**src/rtl/dacfe_pkg.sv**
```systemverilog
package dacfe_pkg;

  // Write action chosen by the split select field {bit15, bit12}.
  typedef enum logic [1:0] {
    DST_B_AND_HOLD = 2'b00,
    DST_HOLD_ONLY  = 2'b01,
    DST_A_XFER_B   = 2'b10,
    DST_CONTROL    = 2'b11
  } dst_e;

endpackage

```
**src/rtl/dacfe_insync.sv**
```systemverilog
module dacfe_insync #(
  parameter int STAGES = 2
) (
  input  logic clk,
  input  logic rst_n,
  input  logic cs_n,
  input  logic sclk,
  input  logic din,
  output logic cs_lvl,
  output logic din_lvl,
  output logic sclk_fall,
  output logic cs_fall,
  output logic cs_rise
);
  // Each stage holds {din, sclk, cs_n}; the reset value is the idle line state.
  localparam logic [2:0] IDLE = 3'b011;

  logic [2:0] pipe [STAGES];
  logic [1:0] last_q;

  genvar g;
  generate
    for (g = 0; g < STAGES; g++) begin : g_stage
      if (g == 0) begin : g_first
        always_ff @(posedge clk or negedge rst_n)
          if (!rst_n) pipe[g] <= IDLE;
          else        pipe[g] <= {din, sclk, cs_n};
      end else begin : g_rest
        always_ff @(posedge clk or negedge rst_n)
          if (!rst_n) pipe[g] <= IDLE;
          else        pipe[g] <= pipe[g-1];
      end
    end
  endgenerate

  always_ff @(posedge clk or negedge rst_n)
    if (!rst_n) last_q <= 2'b11;
    else        last_q <= pipe[STAGES-1][1:0];

  assign cs_lvl    = pipe[STAGES-1][0];
  assign din_lvl   = pipe[STAGES-1][2];
  assign sclk_fall = last_q[1] & ~pipe[STAGES-1][1];
  assign cs_fall   = last_q[0] & ~pipe[STAGES-1][0];
  assign cs_rise   = ~last_q[0] & pipe[STAGES-1][0];

endmodule

```
**src/rtl/dacfe_shifter.sv**
```systemverilog
module dacfe_shifter #(
  parameter int WORD_W = 16
) (
  input  logic              clk,
  input  logic              rst_n,
  input  logic              cs_lvl,
  input  logic              din_lvl,
  input  logic              sclk_fall,
  input  logic              cs_fall,
  input  logic              cs_rise,
  output logic              word_valid,
  output logic [WORD_W-1:0] word
);
  localparam int CNT_W = $clog2(WORD_W + 1);
  localparam logic [CNT_W-1:0] FULL = CNT_W'(WORD_W);
  localparam logic [CNT_W-1:0] LAST = CNT_W'(WORD_W - 1);

  logic              active;
  logic [CNT_W-1:0]  cnt;
  logic [WORD_W-1:0] sh;
  logic [WORD_W-1:0] justified;
  logic [WORD_W-1:0] next_sh;

  assign justified = sh << (FULL - cnt);
  assign next_sh   = {sh[WORD_W-2:0], din_lvl};

  always_ff @(posedge clk or negedge rst_n) begin
    if (!rst_n) begin
      active     <= 1'b0;
      cnt        <= '0;
      sh         <= '0;
      word_valid <= 1'b0;
      word       <= '0;
    end else begin
      word_valid <= 1'b0;
      if (cs_fall) begin
        active <= 1'b1;
        cnt    <= '0;
        sh     <= '0;
      end else if (active && cs_rise) begin
        active <= 1'b0;
        if (cnt != '0) begin
          word_valid <= 1'b1;
          word       <= justified;
        end
      end else if (active && sclk_fall && !cs_lvl) begin
        sh  <= next_sh;
        cnt <= cnt + 1'b1;
        if (cnt == LAST) begin
          active     <= 1'b0;
          word_valid <= 1'b1;
          word       <= next_sh;
        end
      end
    end
  end

  assert_bit_count_bound_R1: assert property (@(posedge clk) disable iff (!rst_n)
    cnt <= FULL);

  assert_idle_ignores_edges_R1: assert property (@(posedge clk) disable iff (!rst_n)
    (!active && !cs_fall) |=> $stable(sh));

  assert_commit_closes_open_frame_R2: assert property (@(posedge clk) disable iff (!rst_n)
    word_valid |-> $past(active));

endmodule

```
**src/rtl/dacfe_regs.sv**
```systemverilog
module dacfe_regs
  import dacfe_pkg::*;
#(
  parameter int WORD_W = 16,
  parameter int CODE_W = 10
) (
  input  logic              clk,
  input  logic              rst_n,
  input  logic              word_valid,
  input  logic [WORD_W-1:0] word,
  output logic [CODE_W-1:0] code_a,
  output logic [CODE_W-1:0] code_b,
  output logic              fast_mode,
  output logic              power_down,
  output logic [1:0]        ref_sel
);
  localparam int PAY_W  = WORD_W - 4;
  localparam int SEL_HI = WORD_W - 1;
  localparam int SPD_B  = WORD_W - 2;
  localparam int PD_B   = WORD_W - 3;
  localparam int SEL_LO = WORD_W - 4;

  logic [PAY_W-1:0]  payload;
  logic [CODE_W-1:0] new_code;
  logic [CODE_W-1:0] hold_q;
  dst_e              dst;

  assign payload  = word[PAY_W-1:0];
  assign new_code = payload[PAY_W-1 -: CODE_W];
  assign dst      = dst_e'({word[SEL_HI], word[SEL_LO]});

  always_ff @(posedge clk or negedge rst_n) begin
    if (!rst_n) begin
      code_a     <= '0;
      code_b     <= '0;
      hold_q     <= '0;
      fast_mode  <= 1'b0;
      power_down <= 1'b0;
      ref_sel    <= 2'b00;
    end else if (word_valid) begin
      fast_mode  <= word[SPD_B];
      power_down <= word[PD_B];
      case (dst)
        DST_B_AND_HOLD: begin
          code_b <= new_code;
          hold_q <= new_code;
        end
        DST_HOLD_ONLY: hold_q <= new_code;
        DST_A_XFER_B: begin
          code_a <= new_code;
          code_b <= hold_q;
        end
        default: ref_sel <= payload[1:0];
      endcase
    end
  end

  assert_hold_write_keeps_codes_R4: assert property (@(posedge clk) disable iff (!rst_n)
    (word_valid && dst == DST_HOLD_ONLY) |=> ($stable(code_a) && $stable(code_b)));

  assert_b_takes_old_hold_R5: assert property (@(posedge clk) disable iff (!rst_n)
    (word_valid && dst == DST_A_XFER_B) |=> (code_b == $past(hold_q)));

  assert_control_keeps_codes_R6: assert property (@(posedge clk) disable iff (!rst_n)
    (word_valid && dst == DST_CONTROL) |=> ($stable(code_a) && $stable(code_b)));

  assert_flags_follow_word_R8: assert property (@(posedge clk) disable iff (!rst_n)
    word_valid |=> (fast_mode == $past(word[SPD_B]) && power_down == $past(word[PD_B])));

  assert_outputs_quiet_without_commit_R9: assert property (@(posedge clk) disable iff (!rst_n)
    !word_valid |=> ($stable(code_a) && $stable(code_b) && $stable(ref_sel)
                     && $stable(fast_mode) && $stable(power_down)));

endmodule

```
**src/rtl/dual_dac_frontend.sv**
```systemverilog
module dual_dac_frontend #(
  parameter int WORD_W      = 16,
  parameter int CODE_W      = 10,
  parameter int SYNC_STAGES = 2
) (
  input  logic              clk,
  input  logic              rst_n,
  input  logic              cs_n,
  input  logic              sclk,
  input  logic              din,
  output logic [CODE_W-1:0] code_a,
  output logic [CODE_W-1:0] code_b,
  output logic              fast_mode,
  output logic              power_down,
  output logic [1:0]        ref_sel
);
  logic cs_lvl, din_lvl, sclk_fall, cs_fall, cs_rise;
  logic              word_valid;
  logic [WORD_W-1:0] word;

  dacfe_insync #(.STAGES(SYNC_STAGES)) u_sync (
    .clk       (clk),
    .rst_n     (rst_n),
    .cs_n      (cs_n),
    .sclk      (sclk),
    .din       (din),
    .cs_lvl    (cs_lvl),
    .din_lvl   (din_lvl),
    .sclk_fall (sclk_fall),
    .cs_fall   (cs_fall),
    .cs_rise   (cs_rise)
  );

  dacfe_shifter #(.WORD_W(WORD_W)) u_shift (
    .clk        (clk),
    .rst_n      (rst_n),
    .cs_lvl     (cs_lvl),
    .din_lvl    (din_lvl),
    .sclk_fall  (sclk_fall),
    .cs_fall    (cs_fall),
    .cs_rise    (cs_rise),
    .word_valid (word_valid),
    .word       (word)
  );

  dacfe_regs #(.WORD_W(WORD_W), .CODE_W(CODE_W)) u_regs (
    .clk        (clk),
    .rst_n      (rst_n),
    .word_valid (word_valid),
    .word       (word),
    .code_a     (code_a),
    .code_b     (code_b),
    .fast_mode  (fast_mode),
    .power_down (power_down),
    .ref_sel    (ref_sel)
  );

endmodule

```
**config.mk**
```make
export PLATFORM = sky130hd
export DESIGN_NAME = dual_dac_frontend
export DESIGN_NICKNAME = d
export VERILOG_FILES = /design/src/rtl/dacfe_pkg.sv /design/src/rtl/dacfe_insync.sv /design/src/rtl/dacfe_shifter.sv /design/src/rtl/dacfe_regs.sv /design/src/rtl/dual_dac_frontend.sv
export SDC_FILE = /design/constraint.sdc
export NUM_CORES = 1
export LEC_CHECK = 0
export BUFFER_PORTS_ARGS = -buffer_cell sky130_fd_sc_hd__buf_4
export CORE_MARGIN = 4
export CORE_UTILIZATION = 31
export DETAILED_ROUTE_END_ITERATION = 8
export GPL_ROUTABILITY_DRIVEN = 0
export PLACE_DENSITY_LB_ADDON = 0.2
export REMOVE_ABC_BUFFERS = 1
export SYNTH_ARGS = -nofsm -noshare
export SYNTH_HDL_FRONTEND = slang
export SYNTH_SLANG_ARGS = --single-unit
```
**constraint.sdc**
```tcl
create_clock -name clk -period 2.85 [get_ports clk]
set_input_delay 0.855 -clock clk [delete_from_list [all_inputs] [get_ports clk]]
set_output_delay 0.855 -clock clk [all_outputs]
set_load 0.05 [all_outputs]
```
Word level (Yosys, flattened, before mapping):

Index checks and enable logic that the tools add are counted.

* shifts and indexed selects: 1
* equal/unequal tests: 5
* reductions and logical operators: 21
* muxes and demuxes: 20
* bitwise logic cells: 8
* add/sub/neg operators: 2

Operator list (count)
* 2-to-1 mux 16 bit: 7
* one-hot mux 10 bit (2 select lines): 1
* left shift 16 x 5 -> 16 bit: 1
* 2-to-1 mux 5 bit: 3
* AND reduction 2 bit: 6
* 2-to-1 mux 1 bit: 9
* nonzero test 2 bit: 4
* nonzero test 3 bit: 2
* adder 5 x 1 -> 5 bit, second input constant: 1
* equality test 5 x 4 -> 1 bit, second input constant: 1
* NOT 1 bit: 5
* nonzero test 5 bit: 1
* subtractor 5 bit, first input constant: 1
* != test 2 bit, second input constant: 2
* AND reduction 4 bit: 1
* bitwise AND 1 bit: 3
* logical AND 1 bit: 3
* OR reduction 3 bit: 1
* equality test 2 x 1 -> 1 bit, second input constant: 1
* equality test 2 bit, second input constant: 1
* zero test 2 bit: 1
* OR reduction 2 bit: 1
* zero test 1 bit: 1

* logic and storage cells: 71
* register bits after elaboration: 81
* output and inout port bits: 24

Logic depth before layout (Yosys ltp):

Gate-level depths: netlist (run 1).

* depth in word-level cells: 7
* gate-level depth with buffers: 11
* depth with buffers taken out: 9

By module:

Synthesis (run 1) repeated with hierarchy kept, for this count alone.

* cells, all modules: 339
* area total of the unflattened synthesis: 4096.4 um^2

By module, submodules not included
* dacfe_shifter: times used 1, seq. area each 975.9 um^2, cells each 242, area each 2392.3 um^2
* dacfe_regs: times used 1, seq. area each 850.8 um^2, cells each 86, area each 1475.2 um^2
* dacfe_insync: times used 1, seq. area each 207.7 um^2, cells each 11, area each 229.0 um^2

Least setup slack after synthesis (run 1):

OpenSTA, ideal clock, no wires.

* kind: register -> register
* start: reg u_shift.cnt[0]
* end: reg u_shift.word[13]
* arrival: 2.082 ns
* library setup time: 0.129 ns
* setup slack: 0.639 ns
* clock period less this slack: 2.211 ns
* stages on the path, launching flop included: 10
* data required time: 2.721 ns
* buffers on the path: 3
* cells stage by stage: dfrtp_1 -> buf_6 -> inv_2 -> ha_1 -> buf_6 -> buf_6 -> mux2_4 -> mux4_1 -> nand2_1 -> a31oi_1

* word-level cells in the longest chain between the ends: 4
* elaborated cells on any way between the ends: 9

Ends and longest elaborated chain
* start, declared: RTL line dacfe_shifter.sv:19 `logic [CNT_W-1:0] cnt;`
* start signal, assigned: RTL line dacfe_shifter.sv:48 `cnt <= cnt + 1'b1;`
* subtractor 5 bit: RTL line dacfe_shifter.sv:24 `assign justified = sh << (FULL - cnt);`
* left shift 16 x 5 -> 16 bit: RTL line dacfe_shifter.sv:24
* 2-to-1 mux 16 bit: RTL line dacfe_shifter.sv:42 `if (cnt != '0) begin`
* 2-to-1 mux 16 bit: RTL line dacfe_shifter.sv:40 `end else if (active && cs_rise) begin`
* end signal, assigned: RTL line dacfe_shifter.sv:44 `word <= justified;`
* end signal, assigned: RTL line dacfe_shifter.sv:52 `word <= next_sh;`
* end, declared: RTL line dacfe_shifter.sv:12 `output logic [WORD_W-1:0] word`

Parallel ways exist; a longest one is shown, timed or not. The select of a mux whose other input is x is not followed.
A chain may end at the register's enable or synchronous reset.

Worst setup path after layout (run 1):

* start: reg u_shift.cnt[1]
* end: reg u_shift.word[6]

The elaborated chain is that of the path after synthesis.

==> key figures, run 1 <==
Outcome
  • Outcome: complete, no violations

Timing
  • Highest clock rate: 410 MHz
  • Final hold viol count: 0
  • Final Setup Violations: 0
  • Minimum clock period: 2.44 ns
  • Setup TNS: 0 ns
  • Period utilization: a little under nine tenths
  • Worst slew pin tran: 0.712 ns
  • Skew final: 0.00714 ns
  • RSZ-0062 raised after global routing: false
  • Worst setup margin: 0.414 ns
  • Slew Limit Fails: 0
  • Max_slew headroom: between 50% and 60%

Route
  • Post-route DRC: 0
  • Routed Antenna Nets: 0
  • Initial DRC Count: about 210
  • Vias per cell: between 5 and 6
  • Vias: 2,748
  • Drt wl/cell: 16.5 microns
  • DR pass1 iterations: 4
  • Routed WL: slightly below 9 mm

Power
  • Maximum vdd drop: roughly 290 uV
  • Pwr/cell area: approximately 700 nW/um^2
  • Leak: approximately 2.1 nW

Finish
  • Most common cell after layout, fill and taps aside: dfrtp_1
  • Layout net count: 373
  • Layout area overhead: 16.2%
  • Antenna diodes: 0
  • Commonest cells after routing, fill and taps aside: dfrtp_1 (75), buf_4 (36), mux2_2 (33), nand2_1 (30), nor2_1 (23)
  • Final core utilization: between 30% and 40%
  • Layout cells sized above 1: 29.1%
  • Final Cell Area: roughly 4600 sq um

Logic synthesis
  • Top_reg_cell synth: dfrtp_1
  • Synthesized instance count: 336
  • Number of synthesized flops with an enable pin: 0
  • Yosys cell types: 50
  • Mean Syn Cell Area: 11.9 sq um
  • Sequential fraction of the synthesis area: about 51%
  • Synth Register Bits: 81
  • Yosys warning count: 0
  • Synthesized area: about 4000 sq um
  • Post-synth ARST share: 100%

CTS
  • Hold_buf cts: 0
  • Htree depth: 3
  • Clock-pin slew on the worst setup and hold paths: 0.06 ns
  • CTS tree: yes
  • TritonCTS Buffers: 9
  • Clk buf depth: 2
  • Clk sinks: 81
  • Resized cells post-CTS: 0
  • Clock network latency to the later pin of the worst-skew pair: between 0.3 and 0.4 ns
  • Post-CTS Setup Bufs: 0
  • Clk root buf: clkbuf_16

Place
  • Hpwl dp: about 6.4 mm
  • Placement Cell Area: about 4400 sq um
  • Setup slack at placement: approximately 0.43 ns
  • IO Port Bufs: 28

Critical path
  • Crit path DAT: 2.65 ns
  • Setup CP Type: flop to flop
  • Startpoint class of the critical path: flop
  • Worst path most repeated cell: mux2i_1
  • Nature of the critical path endpoint: flop
  • Crit path cell chain: inv_1 > ha_1 > buf_4 > mux2i_1 > mux2i_1 > or2_1 > a32oi_1 > a21oi_1
  • Critical path's largest stage delay: around 0.57 ns
  • Slowest-stage cell, CP: ha_1
  • CP bufs+invs: 2
  • Worst EP required: 3.06 ns
  • CP Max Fanout: 13
  • Crit-path leading delay family: adder cells

Run
  • Max cap viols: 0

GRT
  • Largest net degree at the start of global routing: 50
  • First-pass GRT wire length: 15.0 mm
  • GRT overflow: 0
  • All-Layer GR Usage: a little over an eighth
  • Initial antenna violation count: 0
  • Vias in the first global route: 2,790

Floorplan
  • Die Ht: 122 microns
  • DIE AREA: between 10,000 and 15,000 sq um
  • Ports: 29
  • Core Area: 12,600 sq um
  • Floorplan die width: 122 microns
  • Initial core utilization: 31.7%
  • Num rows: 41

Hold path
  • Worst min-delay path category: flop to flop
through the flow:
stage / power (W) / std cells / hold slack [ns]
6_report: 0.00329 / 540 / 0.350
5_1_grt: 0.00347 / 540 / 0.352
4_1_cts: 0.00334 / 540 / 0.352
3_5_place_dp: 0.00221 / 525 / 0.340
3_3_place_gp: 0.00219 / 525 / 0.334
2_1_floorplan: 0.00196 / 316 / 0.331
final timing paths:
kind / startpoint / end / slack [ns] / cells past startpoint
worst max-delay path: u_shift.cnt[1] / u_shift.word[6] / 0.41 / 8
worst min-delay path: u_sync.pipe[5] / u_sync.din_lvl / 0.35 / 0
worst max register to register: u_shift.cnt[1] / u_shift.word[6] / 0.41 / 8
worst min register to register: u_sync.pipe[5] / u_sync.din_lvl / 0.35 / 0
max in group asynchronous: rst_n / u_shift.sh[7] / 1.80 / 2
min in group asynchronous: rst_n / u_regs.hold_q[1] / 0.45 / 1
sequential cells by signal (all words and copies together) (netlist names):
| name | flops |
|---|---|
| u_regs.code_a | 10 |
| u_regs.code_b | 10 |
| u_regs.fast_mode | 1 |
| u_regs.hold_q | 10 |
| u_regs.power_down | 1 |
| u_regs.ref_sel | 2 |
| u_shift.active | 1 |
| u_shift.cnt | 5 |
| u_shift.sh | 16 |
| u_shift.word | 16 |
| u_shift.word_valid | 1 |
| u_sync.cs_lvl | 1 |
| u_sync.din_lvl | 1 |
| u_sync.last_q | 2 |
| u_sync.pipe | 4 |
layer usage:
metal | GRT usage [%] | wire, microns
met2 | 19.2 | 4070
met3 | 3.62 | 485
met5 | 0 | 0
met4 | 6.09 | 252
met1 | 17.9 | 4080
synthesized netlist by cell type (all sizes together), types with 5 or more instances:
master	n	share of area, %
mux2	35	10
o21ai	24	3.0
inv	7	0.66
dfstp	6	3.9
nand3	6	0.75
mux4	6	3.7
clkbuf	5	0.47
a21oi	9	1.1
a32oi	7	1.5
mux2i	22	5.5
a22o	18	3.9
nand2	30	2.8
nor2	24	2.4
buf	15	3.1
dfrtp	75	47
worst reg2reg max path: cells and delay by family (launching register included):
kind / cells / cell delay, ns
flip-flops: 1 / 0.44
adder cells (fa/ha/maj): 1 / 0.57
AO/OA/AOI/OAI: 2 / 0.28
multiplexers: 2 / 0.45
buffers and inverters: 2 / 0.34
AND/OR/NAND/NOR: 1 / 0.25
where the power goes:
group	internal (W)	switching (W)
Combinational	0.000258	0.000424
Clock	0.000668	0.000448
Sequential	0.00135	0.000136
Total	0.00228	0.00101
layout make-up:
class                   count  area [sq um]
clock buffers               9           225
clock inverters             6          60.1
fillers                  1270          7970
inverters                   7          26.3
multi-input cells         228          1800
flip-flops and latches     81          2030
well taps                 172           215
repair buffers             37           290
cell families (layout without fill, tap and decap cells):
family | count (synthesis) | count (layout) | synth area share [%]
DFF | 81 | 81 | 50.8
adders and majority gates | 4 | 4 | 1.25
muxes | 63 | 63 | 19.2
buffers and inverters | 27 | 59 | 4.22
AOI/OAI and AO/OA | 75 | 75 | 12.8
xor gates and xnor gates | 6 | 6 | 1.88
and+or+nand+nor | 80 | 80 | 9.79
Note: power is estimated with default switching activity, not from simulation.
==> inputs of run 2 (changes only) <==
- CTS_BUF_LIST: not set -> sky130_fd_sc_hd__clkbuf_8 sky130_fd_sc_hd__clkbuf_16
- PLACE_DENSITY_LB_ADDON: 0.2 -> not set
==> key figures, run 2 (synthesis results as in run 1) <==
Route
  • Vias per cell: about 5.0
  • Post-route DRC: 0
  • Initial DRC Count: 301
  • DR pass1 iterations: 4
  • Routed WL: between 8 and 9 mm
  • Drt wl/cell: 15.5 microns
  • Routed Antenna Nets: 0
  • Vias: 2,687

Finish
  • Non-filler cells, final: 540
  • Layout cells sized above 1: between 20 and 30%
  • Commonest cells after routing, fill and taps aside: dfrtp_1 (75), buf_4 (36), mux2_2 (33), nand2_1 (30), nor2_1 (23)
  • Final core utilization: 37.0%
  • Filler Cell Count: 1,244
  • Most common cell after layout, fill and taps aside: dfrtp_1
  • Multi-input logic area: 1800 sq um
  • Antenna diodes: 0
  • Layout net count: 372
  • Largest regs: u_shift.sh (16), u_shift.word (16)
  • Layout area overhead: 16.8%
  • Storage cell area: 2030 sq um

CTS
  • Clock network latency to the later pin of the worst-skew pair: between 0.3 and 0.4 ns
  • Post-CTS Setup Bufs: 0
  • Hold_buf cts: 0
  • Clk root buf: clkbuf_16
  • TritonCTS Buffers: 9
  • Clk buf depth: 2
  • Clock-pin slew on the worst setup and hold paths: approximately 0.060 ns
  • Resized cells post-CTS: 0
  • Htree depth: 3
  • CTS tree: yes
  • Clk sinks: 81

Critical path
  • Nature of the critical path endpoint: flop
  • Setup CP Type: flop to flop
  • CP Max Fanout: 25
  • R2r setup slk: 0.42 ns
  • Startpoint class of the critical path: flop
  • Crit path DAT: around 2.6 ns
  • Worst EP required: 3.07 ns

Timing
  • Period utilization: 85.2%
  • Minimum clock period: 2.43 ns
  • Highest clock rate: 412 MHz
  • Slew Limit Fails: 0
  • Skew final: 0.00659 ns
  • RSZ-0062 raised after global routing: false
  • Final hold viol count: 0
  • Final Setup Violations: 0
  • Hold Slack: approximately 0.35 ns
  • Worst slew pin tran: 1.18 ns
  • Max_slew headroom: 20.7%

GRT
  • GRT overflow: 0
  • All-Layer GR Usage: approximately 12%
  • First-pass GRT wire length: between 10 and 15 mm
  • Vias in the first global route: 2,747
  • Largest net degree at the start of global routing: 54
  • Initial antenna violation count: 0

Floorplan
  • Floorplan die width: ~120 microns
  • DIE AREA: 14,800 sq um
  • Core Area: 12,600 sq um
  • Ports: 29
  • Initial core utilization: 31.7%
  • Num rows: 41
  • Die Ht: 122 microns

Place
  • IO Port Bufs: 28
  • Hpwl dp: 5.91 mm
  • Placed Cells: 524

Power
  • Pwr/cell area: 728 nW/um^2
  • Maximum vdd drop: 260 uV
  • Leak: 2.10 nW

Run
  • Max cap viols: 0

Outcome
  • Outcome: complete, no violations

Hold path
  • Worst min-delay path category: flop to flop
## run 2: path summary, 6_finish.rpt
| kind | to | depth (start not counted) | start |
|---|---|---|---|
| max | u_shift.word[10] | 7 | u_shift.cnt[1] |
| min | u_sync.din_lvl | 0 | u_sync.pipe[5] |
| max reg2reg | u_shift.word[10] | 7 | u_shift.cnt[1] |
| min reg2reg | u_sync.din_lvl | 0 | u_sync.pipe[5] |
| max in group asynchronous | u_sync.pipe[4] | 2 | rst_n |
| min in group asynchronous | u_regs.code_b[2] | 1 | rst_n |
## run 2: worst max-delay path, stage by stage, from the launching register on
cell and delay, ns:
dfrtp_1 0.45, inv_1 0.07, ha_1 0.30, buf_4 0.32, mux2_2 0.39, mux4_1 0.52, a21oi_1 0.18, a21oi_1 0.08
## run 2: area by class of cell
type / instances / area share [%]
sequential: 81 / 43.5
multi-input combinational: 228 / 38.5
timing repair buffer: 36 / 5.78
clock buffer: 10 / 5.11
tap: 172 / 4.60
clock inverter: 6 / 1.95
inverter: 7 / 0.562
## run 2: power by group
group	internal (W)	switching (W)	leakage [nW]
clock network	0.000791	0.000454	0.151
registers	0.00135	0.000139	1.07
logic	0.000252	0.000415	0.878
## run 2: stage by stage
step | setup TNS (ns) | worst slack, ns | cell area, sq um | total power (W)
after global placement | 0 | 0.532 | 4340 | 0.00217
after CTS | 0 | 0.446 | 4670 | 0.00345
final | 0 | 0.421 | 4670 | 0.00340
after detailed placement | 0 | 0.462 | 4340 | 0.00219
after floorplan | -0.297 | -0.131 | 3860 | 0.00196
after global routing | 0 | 0.272 | 4670 | 0.00360
## run 2: per-layer routing
metal  vias up  global-route usage (%)  share of wire [%]  routed length, microns
met5         -                       0                  0                       0
met4         0                    5.25                2.0                     166
met3        16                    3.34                5.0                     420
met2        68                    18.2                 46                    3840
met1      1322                    16.7                 47                    3930
li1       1281                       -                  -                       -
